$ cat config.mk
export PLATFORM = sky130hd
export DESIGN_NAME = adc_cmd_regif
export DESIGN_NICKNAME = d
export VERILOG_FILES = /design/src/rtl/adc_regif_pkg.sv /design/src/rtl/adc_regif_bank.sv /design/src/rtl/adc_regif_fifo.sv /design/src/rtl/adc_regif_cmd.sv /design/src/rtl/adc_cmd_regif.sv
export SDC_FILE = /design/constraint.sdc
export NUM_CORES = 2
export LEC_CHECK = 0
export ABC_AREA = 0
export BUFFER_PORTS_ARGS = -buffer_cell sky130_fd_sc_hd__buf_4
export CAP_MARGIN = 20
export CORE_MARGIN = 2
export CORE_UTILIZATION = 42
export CTS_BUF_LIST = sky130_fd_sc_hd__clkbuf_16
export CTS_CLUSTER_SIZE = 40
export DETAILED_ROUTE_END_ITERATION = 10
export GPL_TIMING_DRIVEN = 0
export PLACE_DENSITY_LB_ADDON = 0.08
export SETUP_SLACK_MARGIN = 0.02
export SYNTH_ARGS = -nofsm -noshare
export SYNTH_HDL_FRONTEND = slang
export SYNTH_HIERARCHICAL = 1
export SYNTH_SLANG_ARGS = --single-unit
$ cat constraint.sdc
create_clock -name clk -period 4.15 [get_ports clk]
set_input_delay 0 -clock clk [delete_from_list [all_inputs] [get_ports clk]]
set_output_delay 0 -clock clk [all_outputs]
set_load 0.02 [all_outputs]
$ cat src/rtl/adc_regif_pkg.sv
package adc_regif_pkg;

   // Byte offsets on the register bus
   localparam int OFF_CFG  = 'h00;
   localparam int OFF_STS  = 'h04;
   localparam int OFF_MASK = 'h08;
   localparam int OFF_MSTS = 'h0C;
   localparam int OFF_CMD  = 'h10;
   localparam int OFF_POP  = 'h14;
   localparam int OFF_MCTL = 'h18;

   localparam int BUS_W  = 32;
   localparam int WORD_W = 16;
   localparam int STS_W  = 10;
   localparam int LVL_FIELD_W = 4;

   localparam int STS_CMD_LOW = 9;
   localparam int STS_DAT_HI  = 8;
   localparam int MCTL_CHRST  = 4;
   localparam int THR_LSB     = 16;

   localparam logic [BUS_W-1:0] CFG_RST   = 32'h0000_1814;
   localparam logic [BUS_W-1:0] MCTL_RST  = 32'h0000_0010;
   localparam logic [BUS_W-1:0] MCTL_KEEP = 32'h00FF_FEFF;
   localparam logic [STS_W-1:0] STS_RST   = 10'h200;

   typedef enum logic [3:0] {
      OP_NOP   = 4'd0,
      OP_READ  = 4'd1,
      OP_WRITE = 4'd2
   } cmd_op_e;

   typedef struct packed {
      logic [1:0]        spare;
      logic [3:0]        op;
      logic [9:0]        addr;
      logic [WORD_W-1:0] data;
   } cmd_word_t;

endpackage

$ cat src/rtl/adc_regif_bank.sv
module adc_regif_bank #(
   parameter int N  = 128,
   parameter int DW = 16,
   localparam int AW = (N > 1) ? $clog2(N) : 1
) (
   input  logic          clk,
   input  logic          rst_n,
   input  logic          we,
   input  logic [AW-1:0] waddr,
   input  logic [DW-1:0] wdata,
   input  logic [AW-1:0] raddr,
   output logic [DW-1:0] rdata
);

   logic [DW-1:0] mem_q [N];

   always_ff @(posedge clk or negedge rst_n) begin
      if (!rst_n) begin
         for (int i = 0; i < N; i++) mem_q[i] <= '0;
      end else if (we) begin
         mem_q[waddr] <= wdata;
      end
   end

   assign rdata = mem_q[raddr];

endmodule

$ cat src/rtl/adc_regif_fifo.sv
module adc_regif_fifo #(
   parameter int DEPTH = 15,
   parameter int DW    = 16,
   localparam int PW = (DEPTH > 1) ? $clog2(DEPTH) : 1,
   localparam int LW = $clog2(DEPTH + 1)
) (
   input  logic          clk,
   input  logic          rst_n,
   input  logic          push,
   input  logic [DW-1:0] push_data,
   input  logic          pop,
   output logic [DW-1:0] head,
   output logic [LW-1:0] level,
   output logic          full,
   output logic          empty
);

   logic [DW-1:0] mem_q [DEPTH];
   logic [PW-1:0] wp_q, rp_q;
   logic [LW-1:0] lvl_q;
   logic          do_push, do_pop;

   assign full    = (lvl_q == LW'(DEPTH));
   assign empty   = (lvl_q == '0);
   assign do_push = push & ~full;
   assign do_pop  = pop & ~empty;

   function automatic logic [PW-1:0] bump(input logic [PW-1:0] p);
      return (p == PW'(DEPTH - 1)) ? '0 : p + 1'b1;
   endfunction

   always_ff @(posedge clk or negedge rst_n) begin
      if (!rst_n) begin
         for (int i = 0; i < DEPTH; i++) mem_q[i] <= '0;
         wp_q  <= '0;
         rp_q  <= '0;
         lvl_q <= '0;
      end else begin
         if (do_push) begin
            mem_q[wp_q] <= push_data;
            wp_q        <= bump(wp_q);
         end
         if (do_pop) rp_q <= bump(rp_q);
         if (do_push && !do_pop)      lvl_q <= lvl_q + 1'b1;
         else if (do_pop && !do_push) lvl_q <= lvl_q - 1'b1;
      end
   end

   assign head  = empty ? '0 : mem_q[rp_q];
   assign level = lvl_q;

endmodule

$ cat src/rtl/adc_regif_cmd.sv
module adc_regif_cmd
   import adc_regif_pkg::*;
#(
   parameter int BANK_N = 128,
   localparam int AW = (BANK_N > 1) ? $clog2(BANK_N) : 1
) (
   input  logic              clk,
   input  logic              rst_n,
   input  logic              strobe,
   input  logic              chan_rst,
   input  logic [BUS_W-1:0]  word,
   input  logic              fifo_full,
   input  logic [WORD_W-1:0] bank_rdata,
   output logic [AW-1:0]     bank_addr,
   output logic              bank_we,
   output logic [WORD_W-1:0] bank_wdata,
   output logic              push,
   output logic [WORD_W-1:0] push_data
);

   cmd_word_t         cw;
   logic              op_known, op_nop, op_rd, op_wr, in_range, go;
   logic [WORD_W-1:0] held_q;

   assign cw       = cmd_word_t'(word[29:0] | 30'd0);
   assign op_nop   = (cw.op == OP_NOP);
   assign op_rd    = (cw.op == OP_READ);
   assign op_wr    = (cw.op == OP_WRITE);
   assign op_known = op_nop | op_rd | op_wr;
   assign in_range = ({22'd0, cw.addr} < BANK_N);
   assign go       = strobe & ~chan_rst & op_known & (op_nop | in_range);

   assign bank_addr  = cw.addr[AW-1:0];
   assign bank_we    = go & op_wr;
   assign bank_wdata = cw.data;

   assign push      = go & ~fifo_full;
   assign push_data = held_q;

   always_ff @(posedge clk or negedge rst_n) begin
      if (!rst_n)  held_q <= '0;
      else if (go) held_q <= op_rd ? bank_rdata : '0;
   end

endmodule

$ cat src/rtl/adc_cmd_regif.sv
module adc_cmd_regif
   import adc_regif_pkg::*;
#(
   parameter int ADDR_W     = 8,
   parameter int FIFO_DEPTH = 15,
   parameter int BANK_N     = 128
) (
   input  logic              clk,
   input  logic              rst_n,
   input  logic [ADDR_W-1:0] bus_addr,
   input  logic              bus_wr,
   input  logic [31:0]       bus_wdata,
   input  logic              bus_rd,
   output logic [31:0]       bus_rdata,
   output logic              irq
);

   localparam int BAW = (BANK_N > 1) ? $clog2(BANK_N) : 1;
   localparam int LW  = $clog2(FIFO_DEPTH + 1);

   generate
      if (FIFO_DEPTH < 1 || FIFO_DEPTH > (2**LVL_FIELD_W) - 1) begin : g_bad_depth
         $error("FIFO_DEPTH must fit the 4-bit level field");
      end
      if (BANK_N < 2 || BANK_N > 1024) begin : g_bad_bank
         $error("BANK_N must be reachable by the 10-bit command address");
      end
      if (ADDR_W < 5) begin : g_bad_addr
         $error("ADDR_W too small for the register map");
      end
   endgenerate

   // address decode
   logic hit_cfg, hit_sts, hit_mask, hit_msts, hit_cmd, hit_pop, hit_mctl;
   assign hit_cfg  = (bus_addr == ADDR_W'(OFF_CFG));
   assign hit_sts  = (bus_addr == ADDR_W'(OFF_STS));
   assign hit_mask = (bus_addr == ADDR_W'(OFF_MASK));
   assign hit_msts = (bus_addr == ADDR_W'(OFF_MSTS));
   assign hit_cmd  = (bus_addr == ADDR_W'(OFF_CMD));
   assign hit_pop  = (bus_addr == ADDR_W'(OFF_POP));
   assign hit_mctl = (bus_addr == ADDR_W'(OFF_MCTL));

   logic wr_ok, rd_act, pop, upd;
   assign wr_ok  = bus_wr & (hit_cfg | hit_sts | hit_mask | hit_cmd | hit_mctl);
   assign rd_act = bus_rd & ~bus_wr;
   assign pop    = rd_act & hit_pop;
   assign upd    = wr_ok | pop;

   // control registers
   logic [31:0]      cfg_q, mask_q, mctl_q, cfg_nx;
   logic [STS_W-1:0] sts_q, sts_nx;

   // command path, bank and FIFO
   logic [BAW-1:0]    bank_addr;
   logic              bank_we, push, f_full, f_empty;
   logic [WORD_W-1:0] bank_wdata, bank_rdata, push_data, f_head;
   logic [LW-1:0]     f_level, lvl_nx;

   adc_regif_cmd #(.BANK_N(BANK_N)) cmd_i (
      .clk        (clk),
      .rst_n      (rst_n),
      .strobe     (bus_wr & hit_cmd),
      .chan_rst   (mctl_q[MCTL_CHRST]),
      .word       (bus_wdata),
      .fifo_full  (f_full),
      .bank_rdata (bank_rdata),
      .bank_addr  (bank_addr),
      .bank_we    (bank_we),
      .bank_wdata (bank_wdata),
      .push       (push),
      .push_data  (push_data)
   );

   adc_regif_bank #(.N(BANK_N), .DW(WORD_W)) bank_i (
      .clk   (clk),
      .rst_n (rst_n),
      .we    (bank_we),
      .waddr (bank_addr),
      .wdata (bank_wdata),
      .raddr (bank_addr),
      .rdata (bank_rdata)
   );

   adc_regif_fifo #(.DEPTH(FIFO_DEPTH), .DW(WORD_W)) fifo_i (
      .clk       (clk),
      .rst_n     (rst_n),
      .push      (push),
      .push_data (push_data),
      .pop       (pop),
      .head      (f_head),
      .level     (f_level),
      .full      (f_full),
      .empty     (f_empty)
   );

   // level after this cycle's access (push and pop never coincide)
   always_comb begin
      lvl_nx = f_level;
      if (push && !f_full)      lvl_nx = f_level + 1'b1;
      else if (pop && !f_empty) lvl_nx = f_level - 1'b1;
   end

   assign cfg_nx = (bus_wr & hit_cfg) ? bus_wdata : cfg_q;

   always_comb begin
      sts_nx = sts_q;
      if (bus_wr && hit_sts) sts_nx = sts_q & ~bus_wdata[STS_W-1:0];
      if (upd) begin
         sts_nx[STS_CMD_LOW] = 1'b1;
         if ({{(8-LW){1'b0}}, lvl_nx} > {4'd0, cfg_nx[THR_LSB +: LVL_FIELD_W]})
            sts_nx[STS_DAT_HI] = 1'b1;
      end
   end

   always_ff @(posedge clk or negedge rst_n) begin
      if (!rst_n) begin
         cfg_q  <= CFG_RST;
         sts_q  <= STS_RST;
         mask_q <= '1;
         mctl_q <= MCTL_RST;
      end else begin
         cfg_q <= cfg_nx;
         sts_q <= sts_nx;
         if (bus_wr && hit_mask) mask_q <= {{(32-STS_W){1'b0}}, bus_wdata[STS_W-1:0]};
         if (bus_wr && hit_mctl) mctl_q <= bus_wdata & MCTL_KEEP;
      end
   end

   assign irq = |(sts_q & ~mask_q[STS_W-1:0]);

   // read mux
   logic [31:0] msts;
   always_comb begin
      msts = '0;
      msts[12 +: LVL_FIELD_W] = LVL_FIELD_W'(f_level);
      msts[10] = 1'b1;
      msts[9]  = f_full;
      msts[8]  = f_empty;
   end

   always_comb begin
      bus_rdata = '0;
      if (rd_act) begin
         unique case (1'b1)
            hit_cfg:  bus_rdata = cfg_q;
            hit_sts:  bus_rdata = {{(32-STS_W){1'b0}}, sts_q};
            hit_mask: bus_rdata = mask_q;
            hit_msts: bus_rdata = msts;
            hit_pop:  bus_rdata = {{(32-WORD_W){1'b0}}, f_head};
            hit_mctl: bus_rdata = mctl_q;
            default:  bus_rdata = '0;
         endcase
      end
   end

endmodule

; ---- Word-level counts from Yosys, hierarchy flattened
; Index checks and enable logic that the tools add are counted.
[totals]
romBits = 0
elab_cells = 252
register_bits = 2413
in_bits = 44
latch_bits = 0
ramBits = 0
n_memories = 0
[op_classes]
mux = 26
order_cmp = 7
mul = 0
bitwise = 31
reduce_logical = 19
shift = 0
n_div = 0
eq_ne = 11
add_sub_neg = 4
[ops]
columns = operator, n
row1 = $bwmux W2048, 1
row2 = $bwmux W240, 1
row3 = $pmux W32 S6, 1
row4 = $mux W16, 8
row5 = $bmux W16 S7, 1
row6 = $demux W16 S7, 1
row7 = $bmux W16 S4, 1
row8 = $demux W16 S4, 1
row9 = $mux W32, 1
row10 = $eq A8 B5 Y1 const B, 3
row11 = $mux W4, 6
row12 = $and A10 B10 Y10, 2
row13 = $mux W20, 1
row14 = $not A10 Y10, 2
row15 = $eq A8 B4 Y1 const B, 2
row16 = $add A4 B1 Y4 const B, 3
row17 = $and A1 B1 Y1, 12
row18 = $eq A4 B4 Y1 const B, 3
row19 = $ge A5 B5 Y1 const B, 2
row20 = $lt A10 B8 Y1 const B, 1
row21 = $mux W10, 1
row22 = $not A4 Y5, 2
row23 = $reduce_or A10 Y1, 1
row24 = $logic_and A1 B1 Y1, 9
row25 = 17 further kinds, 32

; ---- Longest topological paths before layout
[depth]
ltp_word = 11
mapped_depth = 17

; ---- Modules after synthesis
; The synthesis kept the hierarchy.
[by_module_without_submodules]
columns = mod, instances, seq_area_each_um2, cells_per_inst, area_each_um2
row1 = adc_regif_bank, 1, 51249.2, 5489, 92449.9
row2 = adc_regif_fifo, 1, 6306.0, 866, 11941.5
row3 = adc_cmd_regif, 1, 1923.1, 396, 4202.8
row4 = adc_regif_cmd, 1, 400.4, 98, 973.4

; ---- Least setup slack after synthesis
; No wires, ideal clock.
[synth_timing]
kind = in2reg
start = in bus_addr[5]
end = reg bank_i/mem_q[1157] (netlist name)
arrival_ns = 3.344
setup_ns = 0.125
path_slack_ns = 0.681
path_buffers = 5
required_ns = 4.025
path_stages = 14
cell_sequence = nor3_1 > clkbuf_1 > nand2_1 > nor4_1 > nor4b_2 > and3_1 > buf_6 > and4b_1 > clkbuf_1 > nand3_1 > buf_2 > nor3_1 > buf_2 > mux2_2
[synth_via]
elab_chain_cells = 6
[synth_rtl]
columns = element, line_no
row1 = start: declaration, adc_cmd_regif.sv:10  ; input logic [ADDR_W-1:0] bus_addr,
row2 = $eq A8 B5 Y1, adc_cmd_regif.sv:39  ; assign hit_cmd = (bus_addr == ADDR_W'(OFF_CMD));
row3 = $and A1 B1 Y1, adc_cmd_regif.sv:62  ; .strobe (bus_wr & hit_cmd),
row4 = $and A1 B1 Y1 (3 in a row), adc_regif_cmd.sv:31  ; assign go = strobe & ~chan_rst & op_known & (op_nop | in_range);
row5 = $and A1 B1 Y1, adc_regif_cmd.sv:34  ; assign bank_we = go & op_wr;
row6 = net bank_we, adc_cmd_regif.sv:55  ; logic bank_we, push, f_full, f_empty;
row7 = end signal: indexed assignment, adc_regif_bank.sv:21  ; mem_q[waddr] <= wdata;
row8 = end: declaration, adc_regif_bank.sv:15  ; logic [DW-1:0] mem_q [N];
; The timed path passes the listed nets, and every way through them passes these cells.
; A chain may end at the register's enable or synchronous reset.

; ---- Worst setup path in the final report
[layout_timing]
start = in bus_addr[5]
end = reg bank_i/mem_q[27] (netlist name)
; The elaborated chain is that of the path after synthesis.

==> out/metrics.yaml <==
dr.pass1.iters: 5
mostFrequentLayoutCells: "dfrtp_1 (2375), mux2_2 (2364), mux4_2 (674), clkbuf_1 (373), clkbuf_16 (292)"
grt_pass1_vias: 66800
syn_avg_cell_area_sq_um: 16.00
gp_congestion: 0.8849
ant_nets: 0
finalHoldViolations: 0
fin_ws_ps: -67.89
die_h_um: 514.8
drc_errors: 0
critPathTopFamily: "simple AND/OR/NAND/NOR gates"
synth_edf_count: 0
ys_seq_area_frac: 0.5465
path_cells: "buf_4 -> nor3_2 -> clkbuf_2 -> nand2_1 -> nor4_2 -> nor4b_2 -> and3_1 -> buf_6 -> and4b_2 -> clkbuf_2 -> nand3_1 -> nor2_2 -> clkbuf_2 -> mux2_2"
antenna_found_initial: 40
drv_cap: 0
grt_pass1_wl_um: 498700
yosysWarningCount: 6
hpwl_um: 259500
period_needed_ps: 4218
startpoint_type: "primary input"
required_ps: 4860
cp_max_fo: 10
cpMaxStageDelayCell: "nor2_2"
vias_per_cell: 5.793
syn_area_sq_mm: 0.1096
violations: "negative setup slack"
dpl.cell_count: 10390
grt_usage: 0.2631
mostFrequentLayoutCell: "dfrtp_1"
die_w_um: 514.8
slew_headroom: 0.1715
path_buf_inv: 5
finalMaxSlewViolations: 0
tritoncts: "done"
drt-initial-drc-count: 4346
synthArstFlopShare: 1.000
fin_tns_setup_ps: -2034
p_leak_uw: 0.06066
crit_path_end_kind: "flop"
worstHoldPathType: "primary input to flop"
initial_core_util: 0.4223
powerDensity_mw_per_mm2: 390.1
synth_cell_types: 67
crit_arrival_ps: 4920
coreArea_sq_mm: 0.2595
rows: 187
final_cell_area_sq_mm: 0.1260
place_area_sq_mm: 0.1157
post_drt_wl_per_cell_um: 31.62
critical_path_class: "primary input to flop"
period_share: 1.016
max_stage_delay_ps: 670
syn-instance-count: 6849
clock_path_buffers: 4
rsz0062_at_grt: "yes"
ys.flop_type: "dfrtp_1"
insertion_delay_ps: 870
ir_worst_vdd_uv: 340.0
worst_pin_slew_ps: 1243
cts.clk_slew.worst_paths_ps: 60
status: "complete, but fails checks"
layout-drive-gt1-share: 0.5226
io_pins: 77
vias: 63870
final_nets: 7452
drt-total-wl_um: 348600
htreeDepth: 5
place.port_buffers: 74
finalSetupViolations: 81
fmax_ghz: 0.2371
cts_root_buffer: "clkbuf_16"
dp_slack_ps: -2202
flow.area_growth_from_synthesis_pct: 15.00
numCtsBuffers: 282
clock_sinks: 2392
skew_ps: 55.72
dieArea_sq_mm: 0.2650
syn_nets: 6903
finalNonFillerCells: 11020
crit_top_cell: "clkbuf_2"
grt_start_max_net_pins: 186
overflow: 0
synth_seq_cells: 2392
==> final timing paths <==
path / startpoint / endpoint / slack [ps] / cells past startpoint
min in group asynchronous: rst_n / fifo_i/level[3] / 510 / 4
max in group asynchronous: rst_n / bank_i/mem_q[615] / 500 / 8
hold / removal: bus_wdata[1] / mask_q[1] / 50 / 3
hold reg to reg: cfg_q[28] / cfg_q[28] / 490 / 1
setup / recovery: bus_addr[5] / bank_i/mem_q[27] / -70 / 14
setup reg to reg: mctl_q[4] / bank_i/mem_q[27] / 50 / 9
==> flip-flops by register name, indices dropped and copies added (netlist names) <==
register and flops:
bank_i/mem_q 2048, cfg_q 32, cmd_i/push_data 16, fifo_i/level 4, fifo_i/mem_q 240, fifo_i/rp_q 4
fifo_i/wp_q 4, mask_q 11, mctl_q 23, sts_q 10
==> report_power, final <==
group          switching [uW]  total [uW]  leakage [uW]  internal, uW
clock                    9990       23200       0.00444         13200
sequential               28.8       23400        0.0332         23400
combinational            1880        2510        0.0230           634
==> metrics by stage <==
stage                 util  hold slack [ps]  power [uW]
global placement    0.4408            222.9       26140
global route        0.4854            30.36       50750
floorplan                -           -295.6       24720
finish              0.4856            53.16       49160
CTS                 0.4832           0.5208       49690
detailed placement  0.4460            132.6       26280
==> layer usage <==
metal | routed length [um] | part of all wire | track usage | vias up
met3 | 15130 | 0.043 | 0.03669 | 462
met2 | 165900 | 0.48 | 0.4223 | 1427
li1 | - | - | - | 26680
met4 | 14200 | 0.041 | 0.09714 | 2
met5 | 12 | 0.000034 | 0 | -
met1 | 153400 | 0.44 | 0.3647 | 35300
==> synthesized netlist by cell type, types with 16 or more instances <==
library cell  count  area [sq um]
dfrtp_1        2375         59430
mux2_2         2364         26620
mux4_2          674         15180
clkbuf_1        477          1790
nand2_1         168         630.6
mux2i_1         119          1191
nor2_1           94         352.8
buf_2            83         415.4
o22ai_1          57         356.6
buf_4            43         322.8
inv_1            38         142.6
a21oi_1          36         180.2
mux2_4           30         450.4
buf_1            29         108.9
a22oi_1          24         180.2
o21ai_0          18         90.09
dfstp_2          17         446.7
nor3_1           17         85.08
a211oi_1         16         120.1
==> kinds of logic after synthesis <==
| group | share of synthesized area |
|---|---|
| flops | 0.5465 |
| buf+inv | 0.02672 |
| compound gates | 0.01076 |
| mux | 0.3969 |
| fa+ha+maj | 0.001210 |
| simple gates | 0.01736 |
| xor+xnor | 0.0005596 |
==> timing repair <==
| item | in CTS | in global routing |
|---|---|---|
| gates cloned | 0 | 2 |
| endpoints found under the setup margin | 1926 | 1121 |
| buffers inserted | 0 | 33 |
| gates resized for setup | 114 | 141 |
| pin swaps | 0 | 10 |
| hold buffers | 86 | 0 |
| hold endpoints to repair | 323 | 0 |
==> cell type report <==
| cell class | count | area [sq um] |
|---|---|---|
| Antenna cell | 22 | 55.05 |
| Buffer | 642 | 2927 |
| Clock buffer | 290 | 7257 |
| Clock inverter | 196 | 1206 |
| Fill cell | 22210 | 133500 |
| Inverter | 39 | 146.4 |
| Multi-Input combinational cell | 3774 | 47180 |
| Sequential cell | 2392 | 59880 |
| Tap cell | 3402 | 4257 |
| Timing Repair Buffer | 267 | 3099 |
==> worst reg2reg max path: stages, from the launching register on <==
cell and delay, ps:
dfstp_2 380, nor4b_2 340, and3_1 230, buf_6 210, and4b_2 380, clkbuf_2 350
nand3_1 570, nor2_2 670, clkbuf_2 460, mux2_2 390
Power figures use the tool's default switching activity.
